## src/rtl/adc_serial_seq_pkg.sv

```systemverilog
package adc_serial_seq_pkg;

  // widest bit select supported (words up to 64 bits)
  localparam int SEL_W = 6;

  typedef struct packed {
    logic             clear;    // chip-select edge: drop the output
    logic             step;     // counted serial clock fall
    logic             capture;  // latch the sample input
    logic             drive;    // line driven after this step
    logic             isNull;   // leading zero bit
    logic [SEL_W-1:0] bitSel;   // result bit to present
  } seq_strobe_t;

endpackage

```

## src/rtl/adc_serial_seq_ctrl.sv

```systemverilog
module adc_serial_seq_ctrl
  import adc_serial_seq_pkg::*;
#(
  parameter int DATA_W = 12
) (
  input  logic        clk,
  input  logic        rstN,
  input  logic        csN,
  input  logic        serClk,
  output seq_strobe_t strb,
  output logic        convActive,
  output logic        ifActive
);

  localparam int CNT_W = $clog2(2 * DATA_W + 3);
  localparam logic [CNT_W-1:0] NULL_EDGE = CNT_W'(2);
  localparam logic [CNT_W-1:0] LSB_EDGE  = CNT_W'(DATA_W + 2);
  localparam logic [CNT_W-1:0] DONE_EDGE = CNT_W'(2 * DATA_W + 2);

  logic             prevCs;
  logic             prevClk;
  logic             csFall;
  logic             csRise;
  logic             clkFall;
  logic             inFrame;
  logic [CNT_W-1:0] edgeCnt;
  logic [CNT_W-1:0] nextCnt;
  logic             stepNow;
  logic             convReg;

  assign csFall  = prevCs & ~csN;
  assign csRise  = ~prevCs & csN;
  assign clkFall = prevClk & ~serClk;
  assign nextCnt = edgeCnt + CNT_W'(1);
  assign stepNow = inFrame & ~csFall & ~csRise & clkFall & (edgeCnt != DONE_EDGE);

  always_ff @(posedge clk or negedge rstN) begin
    if (!rstN) begin
      prevCs  <= 1'b0;
      prevClk <= 1'b0;
    end else begin
      prevCs  <= csN;
      prevClk <= serClk;
    end
  end

  always_ff @(posedge clk or negedge rstN) begin
    if (!rstN) begin
      inFrame <= 1'b0;
      edgeCnt <= '0;
      convReg <= 1'b0;
    end else if (csFall) begin
      inFrame <= 1'b1;
      edgeCnt <= '0;
      convReg <= 1'b1;
    end else if (csRise) begin
      inFrame <= 1'b0;
      edgeCnt <= '0;
      convReg <= 1'b0;
    end else if (stepNow) begin
      edgeCnt <= nextCnt;
      if (nextCnt == LSB_EDGE) begin
        convReg <= 1'b0;
      end
    end
  end

  always_comb begin
    strb         = '0;
    strb.clear   = csFall | csRise;
    strb.step    = stepNow;
    strb.capture = stepNow & (nextCnt == NULL_EDGE);
    strb.isNull  = (nextCnt == NULL_EDGE);
    strb.drive   = (nextCnt >= NULL_EDGE) && (nextCnt < DONE_EDGE);
    if (nextCnt <= LSB_EDGE) begin
      strb.bitSel = SEL_W'(LSB_EDGE - nextCnt);
    end else begin
      strb.bitSel = SEL_W'(nextCnt - LSB_EDGE);
    end
  end

  assign convActive = convReg;
  assign ifActive   = inFrame;


  conv_within_if_chk: assert property (@(posedge clk) disable iff (!rstN)
    convActive |-> ifActive);


  rise_ends_frame_chk: assert property (@(posedge clk) disable iff (!rstN)
    (csN && !$past(csN)) |=> !ifActive);

endmodule

```

## src/rtl/adc_serial_seq_dp.sv

```systemverilog
module adc_serial_seq_dp
  import adc_serial_seq_pkg::*;
#(
  parameter int DATA_W = 12
) (
  input  logic              clk,
  input  logic              rstN,
  input  logic [DATA_W-1:0] sampleIn,
  input  seq_strobe_t       strb,
  output logic              serData,
  output logic              serDataEn
);

  localparam int IDX_W = $clog2(DATA_W);

  logic [DATA_W-1:0] heldWord;
  logic [IDX_W-1:0]  pickIdx;
  logic              pickBit;

  assign pickIdx = IDX_W'(strb.bitSel);
  assign pickBit = heldWord[pickIdx];

  always_ff @(posedge clk or negedge rstN) begin
    if (!rstN) begin
      heldWord <= '0;
    end else if (strb.capture) begin
      heldWord <= sampleIn;
    end
  end

  always_ff @(posedge clk or negedge rstN) begin
    if (!rstN) begin
      serData   <= 1'b0;
      serDataEn <= 1'b0;
    end else if (strb.clear) begin
      serData   <= 1'b0;
      serDataEn <= 1'b0;
    end else if (strb.step) begin
      serDataEn <= strb.drive;
      serData   <= strb.drive & ~strb.isNull & pickBit;
    end
  end


  idle_line_low_chk: assert property (@(posedge clk) disable iff (!rstN)
    !serDataEn |-> !serData);

endmodule

```

## src/rtl/adc_serial_seq.sv

```systemverilog
module adc_serial_seq
  import adc_serial_seq_pkg::*;
#(
  parameter int DATA_W = 12
) (
  input  logic              clk,
  input  logic              rstN,
  input  logic              csN,
  input  logic              serClk,
  input  logic [DATA_W-1:0] sampleIn,
  output logic              serData,
  output logic              serDataEn,
  output logic              convActive,
  output logic              ifActive
);

  seq_strobe_t strb;

  adc_serial_seq_ctrl #(.DATA_W(DATA_W)) u_ctrl (
    .clk        (clk),
    .rstN       (rstN),
    .csN        (csN),
    .serClk     (serClk),
    .strb       (strb),
    .convActive (convActive),
    .ifActive   (ifActive)
  );

  adc_serial_seq_dp #(.DATA_W(DATA_W)) u_dp (
    .clk       (clk),
    .rstN      (rstN),
    .sampleIn  (sampleIn),
    .strb      (strb),
    .serData   (serData),
    .serDataEn (serDataEn)
  );


  cs_rise_hiz_chk: assert property (@(posedge clk) disable iff (!rstN)
    $rose(csN) |=> !serDataEn);


  cs_high_quiet_chk: assert property (@(posedge clk) disable iff (!rstN)
    (csN && $past(csN)) |-> !serDataEn);


  drive_in_frame_chk: assert property (@(posedge clk) disable iff (!rstN)
    serDataEn |-> ifActive);

endmodule

```

## config.mk

```make
export PLATFORM = sky130hd
export DESIGN_NAME = adc_serial_seq
export DESIGN_NICKNAME = d
export VERILOG_FILES = /design/src/rtl/adc_serial_seq_pkg.sv /design/src/rtl/adc_serial_seq_ctrl.sv /design/src/rtl/adc_serial_seq_dp.sv /design/src/rtl/adc_serial_seq.sv
export SDC_FILE = /design/constraint.sdc
export NUM_CORES = 1
export LEC_CHECK = 0
export BUFFER_PORTS_ARGS = -buffer_cell sky130_fd_sc_hd__buf_2
export CAP_MARGIN = 0
export CORE_MARGIN = 2
export CORE_UTILIZATION = 55
export DETAILED_ROUTE_END_ITERATION = 8
export PLACE_DENSITY = 0.86
export SLEW_MARGIN = 20
export SYNTH_ARGS = -nofsm -noshare
export SYNTH_HDL_FRONTEND = slang
export SYNTH_HIERARCHICAL = 1
export SYNTH_SLANG_ARGS = --single-unit
```

## constraint.sdc

```tcl
create_clock -name clk -period 5.3 [get_ports clk]
set_clock_uncertainty 0.2 [all_clocks]
set_input_delay 1.06 -clock clk [delete_from_list [all_inputs] [get_ports clk]]
set_output_delay 1.06 -clock clk [all_outputs]
set_load 0.1 [all_outputs]
```

== Word-level counts from Yosys, hierarchy flattened ==
Cells that the tools add are included.

* Add/subtract/negate cells: 3
* Order comparisons: 4
* Eq/ne operators: 3
* Mux-type cells: 16
* Bitwise gates (word level): 17
* Reductions and logical operators: 6

{| class="wikitable"
|+ Operators by type and width
! cell !! number
|-
| $mux W5 || 3
|-
| $mux W1 || 11
|-
| $and A1 B1 Y1 || 10
|-
| $not A1 Y1 || 6
|-
| $reduce_bool A3 Y1 || 2
|-
| $add A5 B1 Y5 const B || 1
|-
| $eq A5 B2 Y1 const B || 1
|-
| $eq A5 B4 Y1 const B || 1
|-
| $ge A5 B2 Y1 const B || 1
|-
| $le A5 B4 Y1 const B || 1
|-
| $lt A4 B5 Y1 const B || 1
|-
| $lt A5 B5 Y1 const B || 1
|-
| $ne A5 B5 Y1 const B || 1
|-
| $bmux W1 S4 || 1
|-
| $mux W4 || 1
|-
| $reduce_bool A2 Y1 || 2
|-
| $sub A4 B4 Y4 const A || 1
|-
| $sub A4 B4 Y4 const B || 1
|-
| $reduce_and A2 Y1 || 1
|-
| $logic_and A1 B1 Y1 || 1
|-
| $or A1 B1 Y1 || 1
|}

* Bits in registers: 23
* Output and inout bits: 4
* Logic and storage cells: 57

== Longest topological paths before layout ==
Gate-level depths: netlist of the first run.

* Depth after elaboration: 10
* Gate-level depth with buffers: 13
* Depth with buffers taken out: 11

== Hierarchy ==
The synthesis of the first run kept the hierarchy.

{| class="wikitable"
|+ Modules (own cells, without submodules)
! module !! times used !! cells each !! area each (um^2) !! seq. area each (um^2)
|-
| adc_serial_seq_ctrl || 1 || 103 || 893.4 || 225.2
|-
| adc_serial_seq_dp || 1 || 50 || 661.9 || 350.3
|}

== Worst setup path before layout of the first run ==
Ideal clock, no wire load.

* Kind: register to register
* Start point: reg u_ctrl.edgeCnt[0]
* End point: reg u_dp.serData
* Data arrival time: 2.715 ns
* Data required time: 4.960 ns
* Slack: 2.244 ns
* Stages on the path, launching flop included: 14
* Cell sequence: dfrtp_1 buf_2 inv_2 ha_1 inv_1 ha_1 clkbuf_1 and2_1 a221oi_1 o221ai_1 a311oi_1 a31oi_1 a211oi_1 o31ai_2

{| class="wikitable"
|+ RTL lines
! what !! line !! RTL
|-
| start: declaration || adc_serial_seq_ctrl.sv:26 || <nowiki>logic [CNT_W-1:0] edgeCnt;</nowiki>
|-
| start signal: assignment || adc_serial_seq_ctrl.sv:61 || <nowiki>edgeCnt <= nextCnt;</nowiki>
|-
| end signal: assignment || adc_serial_seq_dp.sv:40 || <nowiki>serData <= strb.drive & ~strb.isNull & pickBit;</nowiki>
|-
| end: declaration || adc_serial_seq_dp.sv:10 || <nowiki>output logic serData,</nowiki>
|}

==> flow_metrics.tcl, run 1 <==
set metrics [dict create \
    ios 20 \
    r2r-start "u_ctrl/edgeCnt[0]" \
    clkTransAtPathRegs_ns 0.13 \
    cp-start-kind "register" \
    io_buffers 19 \
    clk_path_buf_depth 2 \
    num_rows 18 \
    grt.total_usage 0.2063 \
    synth_area_sq_um 1506 \
    worst_slew_pin_slew_ns 0.5818 \
    fin_setup_tns_ns 0 \
    first_global_vias 1218 \
    min_to "u_ctrl/convActive" \
    ir_drop_uv 253.7 \
    final_cells 193 \
    design_area_sq_um 1630 \
    cp-end-kind "register" \
    cts.sink_count 23 \
    fin_ws_ns 1.864 \
    antenna_found_initial 0 \
    max_clock_freq_mhz 291.0 \
    min_path_cells 1 \
    post-place-ws_ns 1.948 \
    hold_violations 0 \
    syn_inst 147 \
    arrival_ns 3.42 \
    drv_cap 0 \
    grt_pass1_wl_um 5223 \
    vias 1178 \
    switching_share 0.3896 \
    drive_above_1_share 0.2822 \
    cts_buffers 3 \
    die_h_um 56.34 \
    status "completed" \
    die_x_um 56.34 \
    dpl-instance-area_sq_um 1603 \
    period_share 0.6483 \
    remaining_drc_errors 0 \
    n_fill_cell 196 \
    drt_iter0_markers 53 \
    firstDrtPassIters 4 \
    p_leak_nw 0.8091 \
    overflow 0 \
    cts_setup_buffers 0 \
    layout_common_cells "dfrtp_1 (23), buf_2 (19), mux2_2 (12)" \
    hp-start "u_ctrl/convActive" \
    worst-r2r-setup-slack_ns 1.86 \
    intPower_mw 0.3402 \
    syn_area_per_cell_sq_um 10.25 \
    gp_congestion 1.015 \
    drv_slew 0 \
    clockRootBuffer "clkbuf_4" \
    syn_nets 171 \
    cts_tree "yes" \
    switchingPower_mw 0.2172 \
    initial_utilization 0.5919 \
    finalHoldWorstSlack_ns 0.2995 \
    required_ns 5.29 \
    drt.antenna.violating_nets 0 \
    final_core_util 0.6406 \
    hp-class "register to register" \
    seq_power_share 0.445 \
    nets 188 \
    holdBufCountCts 0 \
    setup_violations 0 \
    syn2layout_area_growth_pct 8.222 \
    r2r_end "u_dp/serData" \
    ff2ff_path_depth 10 \
    maxSlewHeadroom 0.6095 \
    yosys_warnings 6 \
    path_max_fanout 11 \
    criticalPathCategory "register to register" \
    min_period_ns 3.436 \
    diodes 0 \
    finalPower_mw 0.5574 \
    dieArea_sq_um 3174 \
    core_area_sq_um 2545 \
    insertion_delay_ns 0.29 \
    rsz0062_at_grt "false" \
    htreeDepth 1 \
    pwr-share-clk 0.140 \
    cts_resized 0 \
    final_common_cell "dfrtp_1" \
    post_drt_via_cell_ratio 6.104 \
    totalWireLength_um 2978 \
    dp_hpwl_um 2320 \
    comb_power_share 0.416 \
    grt_max_degree 24 \
    powerDensity_nw_per_um2 341.9 \
    cp-startpoint "u_ctrl/edgeCnt[0]" \
    dp_cells 189 \
    wire_per_inst_um 15.43 \
]
[final cells by class]
| cell class | instances | area [sq um] | area share |
|---|---|---|---|
| tap | 30 | 37.54 | 0.02302 |
| clock buffer | 3 | 22.52 | 0.01381 |
| sequential | 23 | 575.6 | 0.3530 |
| multi-input combinational | 103 | 838.3 | 0.5142 |
| inverter | 13 | 48.80 | 0.02993 |
| timing repair buffer | 20 | 102.6 | 0.06293 |
| clock inverter | 1 | 5.005 | 0.003070 |
[critical path: stages, from the launching register on]
cell	delay, ns
dfrtp_1	0.55
ha_1	0.40
xor2_2	0.26
ha_1	0.35
xor2_1	0.11
a221oi_1	0.28
o221ai_1	0.17
a311oi_1	0.50
a31oi_1	0.10
a211oi_1	0.32
o31ai_2	0.09
[flip-flops by register name, indices dropped and copies added, names as in the netlist]
register	flops
u_dp/heldWord	12
u_ctrl/edgeCnt	5
u_ctrl/convActive	1
u_ctrl/ifActive	1
u_ctrl/prevClk	1
u_ctrl/prevCs	1
u_dp/serData	1
u_dp/serDataEn	1
[per-layer routing]
layer / GRT usage / up-vias / part of all wire
met5: 0 / - / 0
met4: 0.09864 / 0 / 0.032
met3: 0.02074 / 10 / 0.046
met2: 0.3462 / 40 / 0.48
met1: 0.2669 / 567 / 0.44
li1: - / 561 / -
[worst max path at each step]
stage,end,slack [ns]
finish,u_dp/serData,1.86
global route,u_dp/serData,1.62
CTS,u_dp/serData,1.92
detailed placement,u_dp/serData,1.95
global placement,u_dp/serData,2.04
floorplan,u_dp/heldWord[0],2.30
[power groups by stage]
| stage | Clock, mW | Sequential [mW] | Combinational [mW] |
|---|---|---|---|
| floorplan | 0 | 0.253 | 0.174 |
| global placement | 0 | 0.249 | 0.219 |
| detailed placement | 0 | 0.252 | 0.227 |
| CTS | 0.0794 | 0.248 | 0.229 |
| global route | 0.0853 | 0.255 | 0.254 |
| finish | 0.0779 | 0.248 | 0.232 |
(Power assumes the default switching activity.)
==> run 2, diff against run 1 <==
==> constraint.sdc (replaced) <==
create_clock -name clk -period 3.5 [get_ports clk]
set_clock_uncertainty 0.2 [all_clocks]
set_input_delay 0.7 -clock clk [delete_from_list [all_inputs] [get_ports clk]]
set_output_delay 0.7 -clock clk [all_outputs]
set_load 0.1 [all_outputs]
==> run 2 against run 1 <==
Net effect:
- highest routed layer unchanged
- first-iteration DRC count shrank 15%
- fmax grew 8.8%
- sequential power is 52% higher
- non-clock buffer count unchanged
==> flow_metrics.tcl, run 2 (synthesis gave the netlist of run 1 again) <==
set metrics [dict create \
    status "completed" \
    gp_congestion 1.014 \
    clk_path_buf_depth 2 \
    htreeDepth 1 \
    firstDrtPassIters 4 \
    drive_above_1_share 0.3067 \
    ir_drop_uv 416.5 \
    fin_ws_ns 0.3415 \
    max_stage_delay_ns 0.49 \
    arrival_ns 3.14 \
    criticalPathCategory "register to register" \
    remaining_drc_errors 0 \
    reg.largest.list "u_dp/heldWord x12, u_ctrl/edgeCnt x5" \
    grt_pass1_wl_um 5209 \
    drt-met1-wl_um 1362 \
    period_share 0.9024 \
    holdBufCountCts 0 \
    drv_cap 0 \
    core_area_sq_um 2545 \
    wl_met2_um 1505 \
    die_x_um 56.34 \
    hp-class "input port to asynchronous set/reset pin" \
    overflow 0 \
    hold_violations 0 \
    drv_slew 0 \
    cp-start-kind "register" \
    layout_common_cells "dfrtp_1 (22), buf_2 (19), mux2_2 (12)" \
    vias 1175 \
    dp_cells 189 \
    switching_share 0.3877 \
    io_buffers 19 \
    num_rows 18 \
    grt_max_degree 24 \
    p_leak_nw 0.8015 \
    insertion_delay_ns 0.29 \
    cts_tree "yes" \
    required_ns 3.48 \
    cpMaxStageDelayCell "dfrtp_2" \
    dieArea_sq_um 3174 \
    crit_chain "ha_2 > xor2_2 > ha_1 > nand2_1 > a41oi_1 > mux2i_2 > nand2b_1 > nor2_1 > a211oi_1 > o31ai_2" \
    initial_utilization 0.5919 \
    post_drt_via_cell_ratio 6.088 \
    switchingPower_mw 0.3293 \
    clkTransAtPathRegs_ns 0.11 \
    syn2layout_area_growth_pct 9.136 \
    path_max_fanout 11 \
    cts.sink_count 23 \
    powerDensity_nw_per_um2 516.6 \
    highest-signal-layer "met4" \
    comb_power_share 0.422 \
    cp-end-kind "register" \
    drt_iter0_markers 45 \
    final_cells 193 \
    die_h_um 56.34 \
    maxSlewHeadroom 0.6452 \
    clockRootBuffer "clkbuf_4" \
    rsz0062_at_grt "false" \
    max_clock_freq_mhz 316.6 \
    fin_setup_tns_ns 0 \
    grt.total_usage 0.2089 \
    final_common_cell "dfrtp_1" \
    antenna_found_initial 0 \
    intPower_mw 0.5201 \
    dp_hpwl_um 2245 \
    cts_buffers 3 \
    drt.antenna.violating_nets 0 \
    nets 188 \
    first_global_vias 1171 \
    cts_resized 0 \
    setup_violations 0 \
    worst_slew_pin_slew_ns 0.5188 \
    pwr-share-clk 0.133 \
    min_period_ns 3.159 \
    seq_power_share 0.446 \
    post-place-ws_ns 0.1733 \
    cts_setup_buffers 0 \
    wire_per_inst_um 15.41 \
    diodes 0 \
    totalWireLength_um 2975 \
    ios 20 \
    largest_register_ffs 12 \
    largest_register "u_dp/heldWord" \
    routed-wl-met3_um 93 \
]
-- run 2: power by group through the flow --
stage | clock network [mW] | logic, mW | registers [mW]
2_1_floorplan | 0 | 0.263 | 0.383
3_3_place_gp | 0 | 0.332 | 0.377
3_5_place_dp | 0 | 0.341 | 0.382
4_1_cts | 0.120 | 0.343 | 0.376
5_1_grt | 0.129 | 0.398 | 0.388
6_report | 0.113 | 0.358 | 0.378
-- run 2: cell type report --
cell class / count / area [sq um]
timing repair buffer: 20 / 102.6
tap: 30 / 37.54
clock inverter: 1 / 5.005
clock buffer: 3 / 22.52
multi-input combinational: 103 / 850.8
inverter: 13 / 48.80
fill: 201 / 900.9
sequential: 23 / 576.8
-- run 2: path summary, 6_finish.rpt --
path                                         from           endpoint  slack, ns  cells past startpoint
worst max-delay path            u_ctrl/edgeCnt[0]       u_dp/serData       0.34                     10
worst min-delay path                         rstN   u_dp/heldWord[4]       0.14                      1
worst max register to register  u_ctrl/edgeCnt[0]       u_dp/serData       0.34                     10
worst min register to register  u_ctrl/convActive  u_ctrl/convActive       0.30                      1
max in group asynchronous                    rstN  u_ctrl/edgeCnt[0]       2.60                      1
min in group clk                u_ctrl/convActive  u_ctrl/convActive       0.30                      1
-- run 2: metal layers --
layer | vias up | track usage
li1 | 560 | -
met1 | 589 | 0.2776
met2 | 24 | 0.3496
met3 | 2 | 0.02765
met4 | 0 | 0.07483
met5 | - | 0
-- run 2: metrics by stage --
stage	utilization	instance area (sq um)	hold slack, ns	power [mW]
3_3_place_gp	0.6298	1603	0.2693	0.7084
6_report	0.6460	1644	0.1428	0.8494
3_5_place_dp	0.6298	1603	0.2752	0.7224
4_1_cts	0.6406	1630	0.1422	0.8390
2_1_floorplan	-	1506	0.2044	0.6467
5_1_grt	0.6460	1644	0.1814	0.9148
-- run 2: critical path: cells and delay by family (launching register included) --
family,cells,cell delay (ns)
xor gates and xnor gates,1,0.26
muxes,1,0.40
DFF,1,0.49
AOI/OAI and AO/OA,3,0.63
adders and majority gates,2,0.66
and+or+nand+nor,3,0.40
